[config.mk]
export PLATFORM = sky130hd
export DESIGN_NAME = audio_delay_ctrl
export DESIGN_NICKNAME = d
export VERILOG_FILES = /design/src/rtl/dlyc_pkg.sv /design/src/rtl/dlyc_tick.sv /design/src/rtl/dlyc_seq.sv /design/src/rtl/dlyc_addr.sv /design/src/rtl/dlyc_data.sv /design/src/rtl/audio_delay_ctrl.sv
export SDC_FILE = /design/constraint.sdc
export NUM_CORES = 1
export LEC_CHECK = 0
export BUFFER_PORTS_ARGS = -buffer_cell sky130_fd_sc_hd__buf_4
export CORE_MARGIN = 2
export CORE_UTILIZATION = 52
export DETAILED_ROUTE_END_ITERATION = 8
export HOLD_SLACK_MARGIN = 0.1
export PLACE_DENSITY = 0.73
export RECOVER_POWER = 50
export SLEW_MARGIN = 20
export SYNTH_ARGS = -nofsm -noshare
export SYNTH_HDL_FRONTEND = slang
export SYNTH_SLANG_ARGS = --single-unit
[constraint.sdc]
create_clock -name clk_i -period 2 [get_ports clk_i]
set_input_delay 0.6 -clock clk_i [delete_from_list [all_inputs] [get_ports clk_i]]
set_output_delay 0.6 -clock clk_i [all_outputs]
set_load 0.01 [all_outputs]
[src/rtl/dlyc_pkg.sv]
package dlyc_pkg;

    typedef enum logic [2:0] {
        PH_RAS   = 3'd0,
        PH_RDCAS = 3'd1,
        PH_RDLAT = 3'd2,
        PH_WSET  = 3'd3,
        PH_WCAS  = 3'd4,
        PH_WHOLD = 3'd5,
        PH_PRE   = 3'd6
    } phase_e;

    typedef struct packed {
        logic ras_n;
        logic cas_n;
        logic we_n;
        logic oe_n;
    } strb_t;

    localparam strb_t STRB_IDLE = '{ras_n: 1'b1, cas_n: 1'b1, we_n: 1'b1, oe_n: 1'b1};

    // strobe pattern driven while a phase is active
    function automatic strb_t phase_strobes(phase_e p);
        strb_t s;
        s = STRB_IDLE;
        case (p)
            PH_RAS:   s.ras_n = 1'b0;
            PH_RDCAS,
            PH_RDLAT: begin s.ras_n = 1'b0; s.cas_n = 1'b0; s.oe_n = 1'b0; end
            PH_WSET:  begin s.ras_n = 1'b0; s.we_n = 1'b0; end
            PH_WCAS:  begin s.ras_n = 1'b0; s.cas_n = 1'b0; s.we_n = 1'b0; end
            PH_WHOLD: s.ras_n = 1'b0;
            default:  s = STRB_IDLE;
        endcase
        return s;
    endfunction

    // phases during which the column half owns the address bus
    function automatic logic phase_is_col(phase_e p);
        return (p != PH_RAS) && (p != PH_PRE);
    endfunction

endpackage

[src/rtl/dlyc_tick.sv]
module dlyc_tick #(
    parameter int DIV = 8
) (
    input  logic clk_i,
    input  logic rst_ni,
    output logic tick_o
);
    localparam int CW = (DIV > 1) ? $clog2(DIV) : 1;
    localparam logic [CW-1:0] LAST = CW'(DIV - 1);

    logic [CW-1:0] cnt_d, cnt_q;

    always_comb begin
        tick_o = (cnt_q == LAST);
        cnt_d  = tick_o ? '0 : cnt_q + 1'b1;
    end

    always_ff @(posedge clk_i or negedge rst_ni) begin
        if (!rst_ni) cnt_q <= '0;
        else         cnt_q <= cnt_d;
    end

    generate
        if (DIV > 1) begin : g_gap
            assert_tick_gap_R2: assert property (@(posedge clk_i) disable iff (!rst_ni)
                tick_o |=> !tick_o);
        end
    endgenerate
endmodule

[src/rtl/dlyc_seq.sv]
module dlyc_seq
    import dlyc_pkg::*;
(
    input  logic  clk_i,
    input  logic  rst_ni,
    input  logic  tick_i,
    output strb_t strb_o,
    output logic  col_sel_o,
    output logic  rd_latch_o,
    output logic  step_o
);
    typedef struct packed {
        phase_e ph;
        strb_t  st;
        logic   col;
    } seq_t;

    localparam seq_t SEQ_RST = '{ph: PH_RAS, st: STRB_IDLE, col: 1'b0};

    seq_t seq_d, seq_q;

    always_comb begin
        seq_d = seq_q;
        if (tick_i) begin
            seq_d.ph = (seq_q.ph == PH_PRE) ? PH_RAS : phase_e'(seq_q.ph + 3'd1);
        end
        seq_d.st  = phase_strobes(seq_d.ph);
        seq_d.col = phase_is_col(seq_d.ph);
    end

    always_ff @(posedge clk_i or negedge rst_ni) begin
        if (!rst_ni) seq_q <= SEQ_RST;
        else         seq_q <= seq_d;
    end

    assign strb_o     = seq_q.st;
    assign col_sel_o  = seq_q.col;
    assign rd_latch_o = tick_i && (seq_q.ph == PH_RDLAT);
    assign step_o     = tick_i && (seq_q.ph == PH_WHOLD);

    assert_cas_in_ras_R3: assert property (@(posedge clk_i) disable iff (!rst_ni)
        !strb_o.cas_n |-> !strb_o.ras_n);
    assert_oe_we_excl_R3: assert property (@(posedge clk_i) disable iff (!rst_ni)
        !(!strb_o.oe_n && !strb_o.we_n));
    assert_phase_wrap_R2: assert property (@(posedge clk_i) disable iff (!rst_ni)
        (tick_i && seq_q.ph == PH_PRE) |=> (seq_q.ph == PH_RAS));
    assert_phase_hold_R2: assert property (@(posedge clk_i) disable iff (!rst_ni)
        !tick_i |=> $stable(seq_q.ph));
endmodule

[src/rtl/dlyc_addr.sv]
module dlyc_addr #(
    parameter int ROW_W = 11,
    parameter int COL_W = 11,
    parameter int LEN0  = 15500,
    parameter int LEN1  = 31000,
    parameter int LEN2  = 46500,
    parameter int LEN3  = 62000,
    localparam int AW    = ROW_W + COL_W,
    localparam int BUS_W = (ROW_W > COL_W) ? ROW_W : COL_W
) (
    input  logic             clk_i,
    input  logic             rst_ni,
    input  logic             step_i,
    input  logic             col_sel_i,
    input  logic [1:0]       sel_i,
    output logic [BUS_W-1:0] bus_o,
    output logic             primed_o
);
    typedef struct packed {
        logic [AW-1:0] addr;
        logic [1:0]    sel;
        logic          fresh;
        logic          primed;
    } adr_t;

    localparam adr_t ADR_RST = '{addr: '0, sel: 2'd0, fresh: 1'b1, primed: 1'b0};

    function automatic logic [AW:0] len_of(logic [1:0] s);
        case (s)
            2'd0:    return (AW+1)'(LEN0);
            2'd1:    return (AW+1)'(LEN1);
            2'd2:    return (AW+1)'(LEN2);
            default: return (AW+1)'(LEN3);
        endcase
    endfunction

    adr_t        adr_d, adr_q;
    logic [AW:0] last_loc;

    always_comb begin
        adr_d    = adr_q;
        last_loc = len_of(adr_q.sel) - 1'b1;
        if (adr_q.fresh) adr_d.sel = sel_i;
        if (step_i) begin
            adr_d.fresh = 1'b0;
            if ({1'b0, adr_q.addr} == last_loc) begin
                adr_d.addr   = '0;
                adr_d.primed = 1'b1;
                adr_d.sel    = sel_i;
            end else begin
                adr_d.addr = adr_q.addr + 1'b1;
            end
        end
    end

    always_ff @(posedge clk_i or negedge rst_ni) begin
        if (!rst_ni) adr_q <= ADR_RST;
        else         adr_q <= adr_d;
    end

    always_comb begin
        bus_o = '0;
        if (col_sel_i) bus_o[COL_W-1:0] = adr_q.addr[COL_W-1:0];
        else           bus_o[ROW_W-1:0] = adr_q.addr[AW-1:COL_W];
    end

    assign primed_o = adr_q.primed;

    assert_addr_range_R5: assert property (@(posedge clk_i) disable iff (!rst_ni)
        {1'b0, adr_q.addr} < len_of(adr_q.sel));
    assert_addr_step_only_R5: assert property (@(posedge clk_i) disable iff (!rst_ni)
        !step_i |=> $stable(adr_q.addr));
    assert_primed_sticky_R7: assert property (@(posedge clk_i) disable iff (!rst_ni)
        adr_q.primed |=> adr_q.primed);
    assert_sel_mid_pass_R8: assert property (@(posedge clk_i) disable iff (!rst_ni)
        (!adr_q.fresh && !step_i) |=> $stable(adr_q.sel));
endmodule

[src/rtl/dlyc_data.sv]
module dlyc_data #(
    parameter int NCH = 2
) (
    input  logic           clk_i,
    input  logic           rst_ni,
    input  logic           rd_latch_i,
    input  logic           primed_i,
    input  logic [NCH-1:0] rdata_i,
    input  logic [NCH-1:0] mod_i,
    input  logic [NCH-1:0] byp_i,
    output logic [NCH-1:0] wdata_o,
    output logic [NCH-1:0] out_o
);
    typedef struct packed {
        logic [NCH-1:0] dly;
        logic [NCH-1:0] wr;
    } dat_t;

    dat_t dat_d, dat_q;

    always_comb begin
        dat_d = dat_q;
        if (rd_latch_i) begin
            dat_d.dly = primed_i ? rdata_i : '0;
            dat_d.wr  = mod_i;
        end
    end

    always_ff @(posedge clk_i or negedge rst_ni) begin
        if (!rst_ni) dat_q <= '0;
        else         dat_q <= dat_d;
    end

    assign wdata_o = dat_q.wr;

    generate
        for (genvar g = 0; g < NCH; g++) begin : g_ch
            assign out_o[g] = byp_i[g] ? mod_i[g] : dat_q.dly[g];
        end
    endgenerate

    assert_out_hold_R9: assert property (@(posedge clk_i) disable iff (!rst_ni)
        !rd_latch_i |=> $stable(dat_q.dly));
    assert_wdata_hold_R10: assert property (@(posedge clk_i) disable iff (!rst_ni)
        !rd_latch_i |=> $stable(dat_q.wr));
    assert_silent_R7: assert property (@(posedge clk_i) disable iff (!rst_ni)
        !primed_i |-> (dat_q.dly == '0));
endmodule

[src/rtl/audio_delay_ctrl.sv]
module audio_delay_ctrl
    import dlyc_pkg::*;
#(
    parameter int DIV   = 8,
    parameter int NCH   = 2,
    parameter int ROW_W = 11,
    parameter int COL_W = 11,
    parameter int LEN0  = 15500,
    parameter int LEN1  = 31000,
    parameter int LEN2  = 46500,
    parameter int LEN3  = 62000,
    localparam int BUS_W = (ROW_W > COL_W) ? ROW_W : COL_W
) (
    input  logic             clk_i,
    input  logic             rst_ni,
    input  logic [1:0]       dly_sel_i,
    input  logic [NCH-1:0]   bypass_i,
    input  logic [NCH-1:0]   mod_bit_i,
    output logic [NCH-1:0]   demod_bit_o,
    output logic [BUS_W-1:0] mem_addr_o,
    output logic             mem_ras_n_o,
    output logic             mem_cas_n_o,
    output logic             mem_we_n_o,
    output logic             mem_oe_n_o,
    output logic [NCH-1:0]   mem_wdata_o,
    input  logic [NCH-1:0]   mem_rdata_i
);
    logic  tick, col_sel, rd_latch, step, primed;
    strb_t strb;

    dlyc_tick #(.DIV(DIV)) u_tick (
        .clk_i  (clk_i),
        .rst_ni (rst_ni),
        .tick_o (tick)
    );

    dlyc_seq u_seq (
        .clk_i      (clk_i),
        .rst_ni     (rst_ni),
        .tick_i     (tick),
        .strb_o     (strb),
        .col_sel_o  (col_sel),
        .rd_latch_o (rd_latch),
        .step_o     (step)
    );

    dlyc_addr #(
        .ROW_W (ROW_W), .COL_W (COL_W),
        .LEN0  (LEN0),  .LEN1  (LEN1), .LEN2 (LEN2), .LEN3 (LEN3)
    ) u_addr (
        .clk_i     (clk_i),
        .rst_ni    (rst_ni),
        .step_i    (step),
        .col_sel_i (col_sel),
        .sel_i     (dly_sel_i),
        .bus_o     (mem_addr_o),
        .primed_o  (primed)
    );

    dlyc_data #(.NCH(NCH)) u_data (
        .clk_i      (clk_i),
        .rst_ni     (rst_ni),
        .rd_latch_i (rd_latch),
        .primed_i   (primed),
        .rdata_i    (mem_rdata_i),
        .mod_i      (mod_bit_i),
        .byp_i      (bypass_i),
        .wdata_o    (mem_wdata_o),
        .out_o      (demod_bit_o)
    );

    assign mem_ras_n_o = strb.ras_n;
    assign mem_cas_n_o = strb.cas_n;
    assign mem_we_n_o  = strb.we_n;
    assign mem_oe_n_o  = strb.oe_n;

    assert_latch_in_read_R9: assert property (@(posedge clk_i) disable iff (!rst_ni)
        rd_latch |-> (!mem_cas_n_o && !mem_oe_n_o));
    assert_step_after_write_R5: assert property (@(posedge clk_i) disable iff (!rst_ni)
        step |-> (!mem_ras_n_o && mem_cas_n_o && mem_we_n_o));
endmodule

; After elaboration in Yosys (flattened, before gate mapping)
; Cells that the tools add are included.
[op_classes]
n_addsub = 4
n_eq_ne = 13
muxes = 17
n_reduce_logical = 11
[op_table]
columns = cell, count
row1 = $pmux 16 s3, 1
row2 = $eq 22x23->1, 1
row3 = $add 22x1->22 const B, 1
row4 = $mux 22, 1
row5 = $sub 16x1->17 const B, 1
row6 = $eq 3x3->1 const B, 5
row7 = $mux 11, 1
row8 = $eq 3x2->1 const B, 3
row9 = $mux 3, 3
row10 = $mux 1, 7
row11 = $add 3x1->3 const B, 2
row12 = $mux 2, 3
row13 = $reduce_or 6->1, 1
row14 = $mux 4, 1
row15 = $reduce_or 2->1, 2
row16 = $eq 3x1->1 const B, 1
row17 = $logic_and 1x1->1, 3
row18 = $logic_not 3->1, 1
row19 = $ne 3x3->1 const B, 1
row20 = $reduce_bool 3->1, 1
row21 = $reduce_or 3->1, 1
row22 = $eq 2x1->1 const B, 1
row23 = $eq 2x2->1 const B, 1
row24 = $logic_not 2->1, 1
row25 = $reduce_and 2->1, 1
[word_totals]
ff_bits = 41
inputBits = 10
out_inout_bits = 19
wordCells = 58

; Depth between registers and ports, before layout
[depth]
depth_word = 6
ltp_mapped = 8
ltp_nobuf = 7

; By module
; A second synthesis with hierarchy kept.
[unflattened]
cells_unflattened = 218
hier_area_um2 = 2243.4
[by_module_without_submodules]
columns = module, instances, cells_each, area_per_inst_um2, seq_area_each_um2
row1 = dlyc_addr, 1, 150, 1531.5, 651.9
row2 = dlyc_seq, 1, 44, 425.4, 205.2
row3 = dlyc_data, 1, 18, 182.7, 100.1
row4 = dlyc_tick, 1, 6, 103.8, 75.1

; Least setup slack after synthesis
; OpenSTA, ideal clock, no wires.
[synth_timing]
path_type = register to register
start = reg u_addr.adr_q[3] (netlist bit)
end = reg u_addr.adr_q[2] (netlist bit)
setup_ns = 0.128
arrival_time_ns = 1.937
t_required_ns = 1.872
path_slack_ns = -0.064
path_stages_with_launch = 8
synth_period_minus_slack_ns = 2.064
cell_sequence = dfrtp_1 inv_1 ha_1 nor3b_1 o211ai_1 a2111oi_4 a21oi_2 mux2_1
[synth_lines]
columns = element, line_no
row1 = from (decl), dlyc_addr.sv:37  ; adr_t adr_d, adr_q;
row2 = from (signal assigned), dlyc_addr.sv:58  ; else adr_q <= adr_d;

==> results.md <==
- Status: finished, violations left
- Failing checks: negative setup slack
- Critical path startpoint category: flip-flop
- Fin. max-slew vios: 0
- H-tree levels: 2
- Top FF cell, synth: dfrtp_1
- Die ar.: around 5000 um2
- Worst R2R Setup Slack: -0.05 ns
- ANT nets after route: 0
- Initial antenna violation count: 0
- Slowest stage cell, crit path: a2111oi_4
- Clock Root Buffer: clkbuf_8
- Clock transition at the registers of the reported paths: around 0.080 ns
- Count leader, synth: dfrtp_1
- CP required: between 2 and 2.5 ns
- Critical Path Fanout Max: 4
- Synth area leaders: dfrtp_1, mux2_2, dfstp_2
- Crit path kind: flip-flop to flip-flop
- WHS Path Cells: 1
- Initial DRC Count: 75
- Sink Count: about 40
- Hold Path End: u_tick.cnt_q[0]
- Setup_tns: -0.1101 ns
- Worst R2R Path Depth: 7
- Initial Util: roughly 53%
- Post-synthesis average cell area: just over 10 um2
- Global route overflow: 0
- Reg area: 1033 um2
- Final setup fails: 3
- Grt met2 use: 33.65%
- DRT Pass-1 Iters: 5
- CTS tree: built
- Crit-path max cell delay: ~0.44 ns
- Ports: 29
- Yosys reg bits: between 40 and 50
- Drt total wl: just under 5000 um
- Hold path startpoint: u_tick.cnt_q[0]
- Pwr/cell area: slightly below 600 nW/um2
- Worst r2r src: u_addr.adr_q[3]
- DP Wirelength: between 3000 and 4000 um
- Cts bufs inserted: 5
- Sequential share of the synthesized area: around 45%
- Area leader, netlist: dfrtp_1
- Netlist cell types: 47
- Fmax: between 0.4 and 0.5 GHz
- Vias per cell: 5.337
- GRT busiest layer: met2
- Vias in the first global route: 1659
- Sw Share: between 20% and 30%
- Fillers: 328
- Switching power: approximately 350 uW
- Clk buf depth: 2
- Commonest cells post-synth: dfrtp_1, nor2_1, nand2_1
- Pre-CTS setup slack: -0.07153 ns
- Cts hold-fix bufs: 0
- Worst setup EP type: flip-flop
- First-pass GRT wire length: slightly above 8000 um
- Via count: ~1700
- Largest net degree at the start of global routing: 42
- Relative slew margins: 33.20%
- Met3 Track Usage GR: under 10%
- Final worst setup slack: -0.05266 ns
- Cells after Synth: 224
- Cell Area, Synth: around 2300 um2
- Final hold vios: 0
- CP Cell Sequence: inv_2, ha_1, xnor2_1, o2111ai_2, a2111oi_4, a21oi_2, mux2_4
- Post-route minimum period: approximately 2 ns
- Top-area cell type share of the netlist area: about two fifths
- RSZ-0062 raised after global routing: yes
- Final period util: 102.6%
- GRT Util Overall: roughly a fifth
- Crit path arrival time: 2.23 ns
- Yosys Warn Count: 0
- Async SR Flop Fraction: between 90% and 100%
- Worst-margin pin slew: 1.002 ns
- Worst VDD drop: approximately 530 uV
- Die W: 70.58 um
- Number of flops mapped to enable cells by yosys: 0
- Drc violations: 0
- RD Place Congestion: ~0.84
- Combinational share of power: under 10%
- Area Growth Syn to Fin: 27.96%
- Number of max-cap violations: 0
- Leak: between 0.001 and 0.0015 uW
- Reg2reg end: u_addr.adr_q[3]
- Clk pwr share: between 40% and 50%
- Core box area: 4324 um2
- ANT cells: 0
- Site Rows: 24
- Port bufs: 28
- Type of the tightest min-delay check: flip-flop to flip-flop
- Post-synthesis net count: between 200 and 250
- Final net count: ~290
- Clk_skew: roughly 0.0082 ns
- Sequential share of power: between 40 and 50%
- Multi-input logic area: around 1300 um2
- Met1 usage: a little under 30%
- Layout cells sized above 1: about two fifths
- WL/cell: ~15 um
- Chip Height: between 70 and 80 um
- Clock Latency Late Sink: approximately 0.30 ns
- Internal power: ~1400 uW
[layout by cell type, fill, tap and decap left out, types with 2 or more instances in the layout]
| cell | count |
|---|---|
| nor4_4 | 2 |
| mux2_4 | 2 |
| nor3b_1 | 2 |
| dfstp_2 | 5 |
| bufinv_16 | 2 |
| ha_1 | 3 |
| nor3_1 | 9 |
| xnor2_1 | 9 |
| inv_2 | 2 |
| mux2_2 | 14 |
| o21bai_1 | 2 |
| ha_2 | 5 |
| nor2_1 | 19 |
| nand2_1 | 17 |
| nand4_1 | 2 |
| and2_1 | 5 |
| or3_1 | 2 |
| and3_1 | 5 |
| buf_6 | 3 |
| clkbuf_8 | 5 |
| a21o_1 | 3 |
| nand3_1 | 9 |
| o21ai_0 | 5 |
| xor2_1 | 11 |
| dfrtp_1 | 35 |
| a21oi_1 | 5 |
| buf_4 | 47 |
| nor2b_1 | 4 |
| nor3_2 | 2 |
| inv_1 | 6 |
[logic make-up (layout without fill, tap and decap cells)]
logic type / after synthesis / after routing / share of synthesized area (%)
adders and majority gates: 9 / 9 / 4.886
xor gates and xnor gates: 21 / 21 / 7.980
buffers and inverters: 21 / 68 / 4.451
muxes: 16 / 16 / 7.817
and+or+nand+nor: 92 / 92 / 22.37
AOI/OAI and AO/OA: 24 / 24 / 7.709
DFF: 41 / 41 / 44.79
[worst max-delay path: cells and delay by family, from the launching register on]
family / cells / cell delay [ns]
DFF: 1 / 0.41
adders and majority gates: 1 / 0.19
muxes: 1 / 0.31
AOI/OAI and AO/OA: 3 / 0.74
buffers and inverters: 1 / 0.07
xor gates and xnor gates: 1 / 0.21
[how the worst max path moves through the flow]
stage | start | endpoint
6_report | u_addr.adr_q[3] | u_addr.adr_q[3]
5_1_grt | u_addr.adr_q[3] | u_addr.adr_q[3]
4_1_cts | u_addr.adr_q[2] | u_addr.adr_q[3]
3_5_place_dp | u_addr.adr_q[3] | u_addr.adr_q[3]
3_3_place_gp | u_addr.adr_q[3] | u_addr.primed_o
2_1_floorplan | u_addr.adr_q[2] | u_addr.adr_q[3]
[layer usage]
metal,share of wire [%],routed length [um]
met3,4.2,204
met1,45,2196
met2,50,2459
met4,0.47,23
met5,0,0
[registers in the layout (all words and copies together) (netlist names)]
signal and count:
u_addr.adr_q 25, u_seq.col_sel_o 1, u_seq.strb_o 4, u_tick.cnt_q 3, u_data.wdata_o 2, u_data.dat_q 2, u_addr.primed_o 1, u_seq.seq_q 3
[power by group through the flow]
stage               clock network [uW]  logic (uW)  registers [uW]
CTS                                826        75.7             837
global route                       865        88.5             838
detailed placement                   0        65.2             853
finish                             808        79.5             837
global placement                     0        64.4             853
floorplan                            0        24.5             853
[stage by stage]
| step | instances | util (%) | instance area [um2] | total power (uW) | hold WS (ns) |
|---|---|---|---|---|---|
| 2_1_floorplan | 224 | - | 2310 | 877.4 | 0.3044 |
| 3_3_place_gp | 313 | 62.21 | 2690 | 917.2 | 0.4165 |
| 3_5_place_dp | 313 | 62.21 | 2690 | 918.4 | 0.4166 |
| 4_1_cts | 323 | 66.93 | 2894 | 1738 | 0.2904 |
| 5_1_grt | 323 | 68.20 | 2949 | 1791 | 0.4399 |
| 6_report | 323 | 68.20 | 2949 | 1725 | 0.4234 |
[cell type report]
| cell class | count | area share (%) |
|---|---|---|
| multi-input combinational | 162 | 43.11 |
| inverter | 8 | 1.018 |
| clock inverter | 3 | 2.333 |
| timing repair buffer | 52 | 13.96 |
| sequential | 41 | 35.04 |
| tap | 52 | 2.206 |
| clock buffer | 5 | 2.333 |
[timing repair]
item | 4_1_cts | 5_1_grt
endpoints found under the hold margin | 0 | 0
pin swaps | 6 | 8
resized for setup | 11 | 12
setup buffers | 2 | 0
endpoints found under the setup margin | 18 | 29
Power figures use the tool's default switching activity.
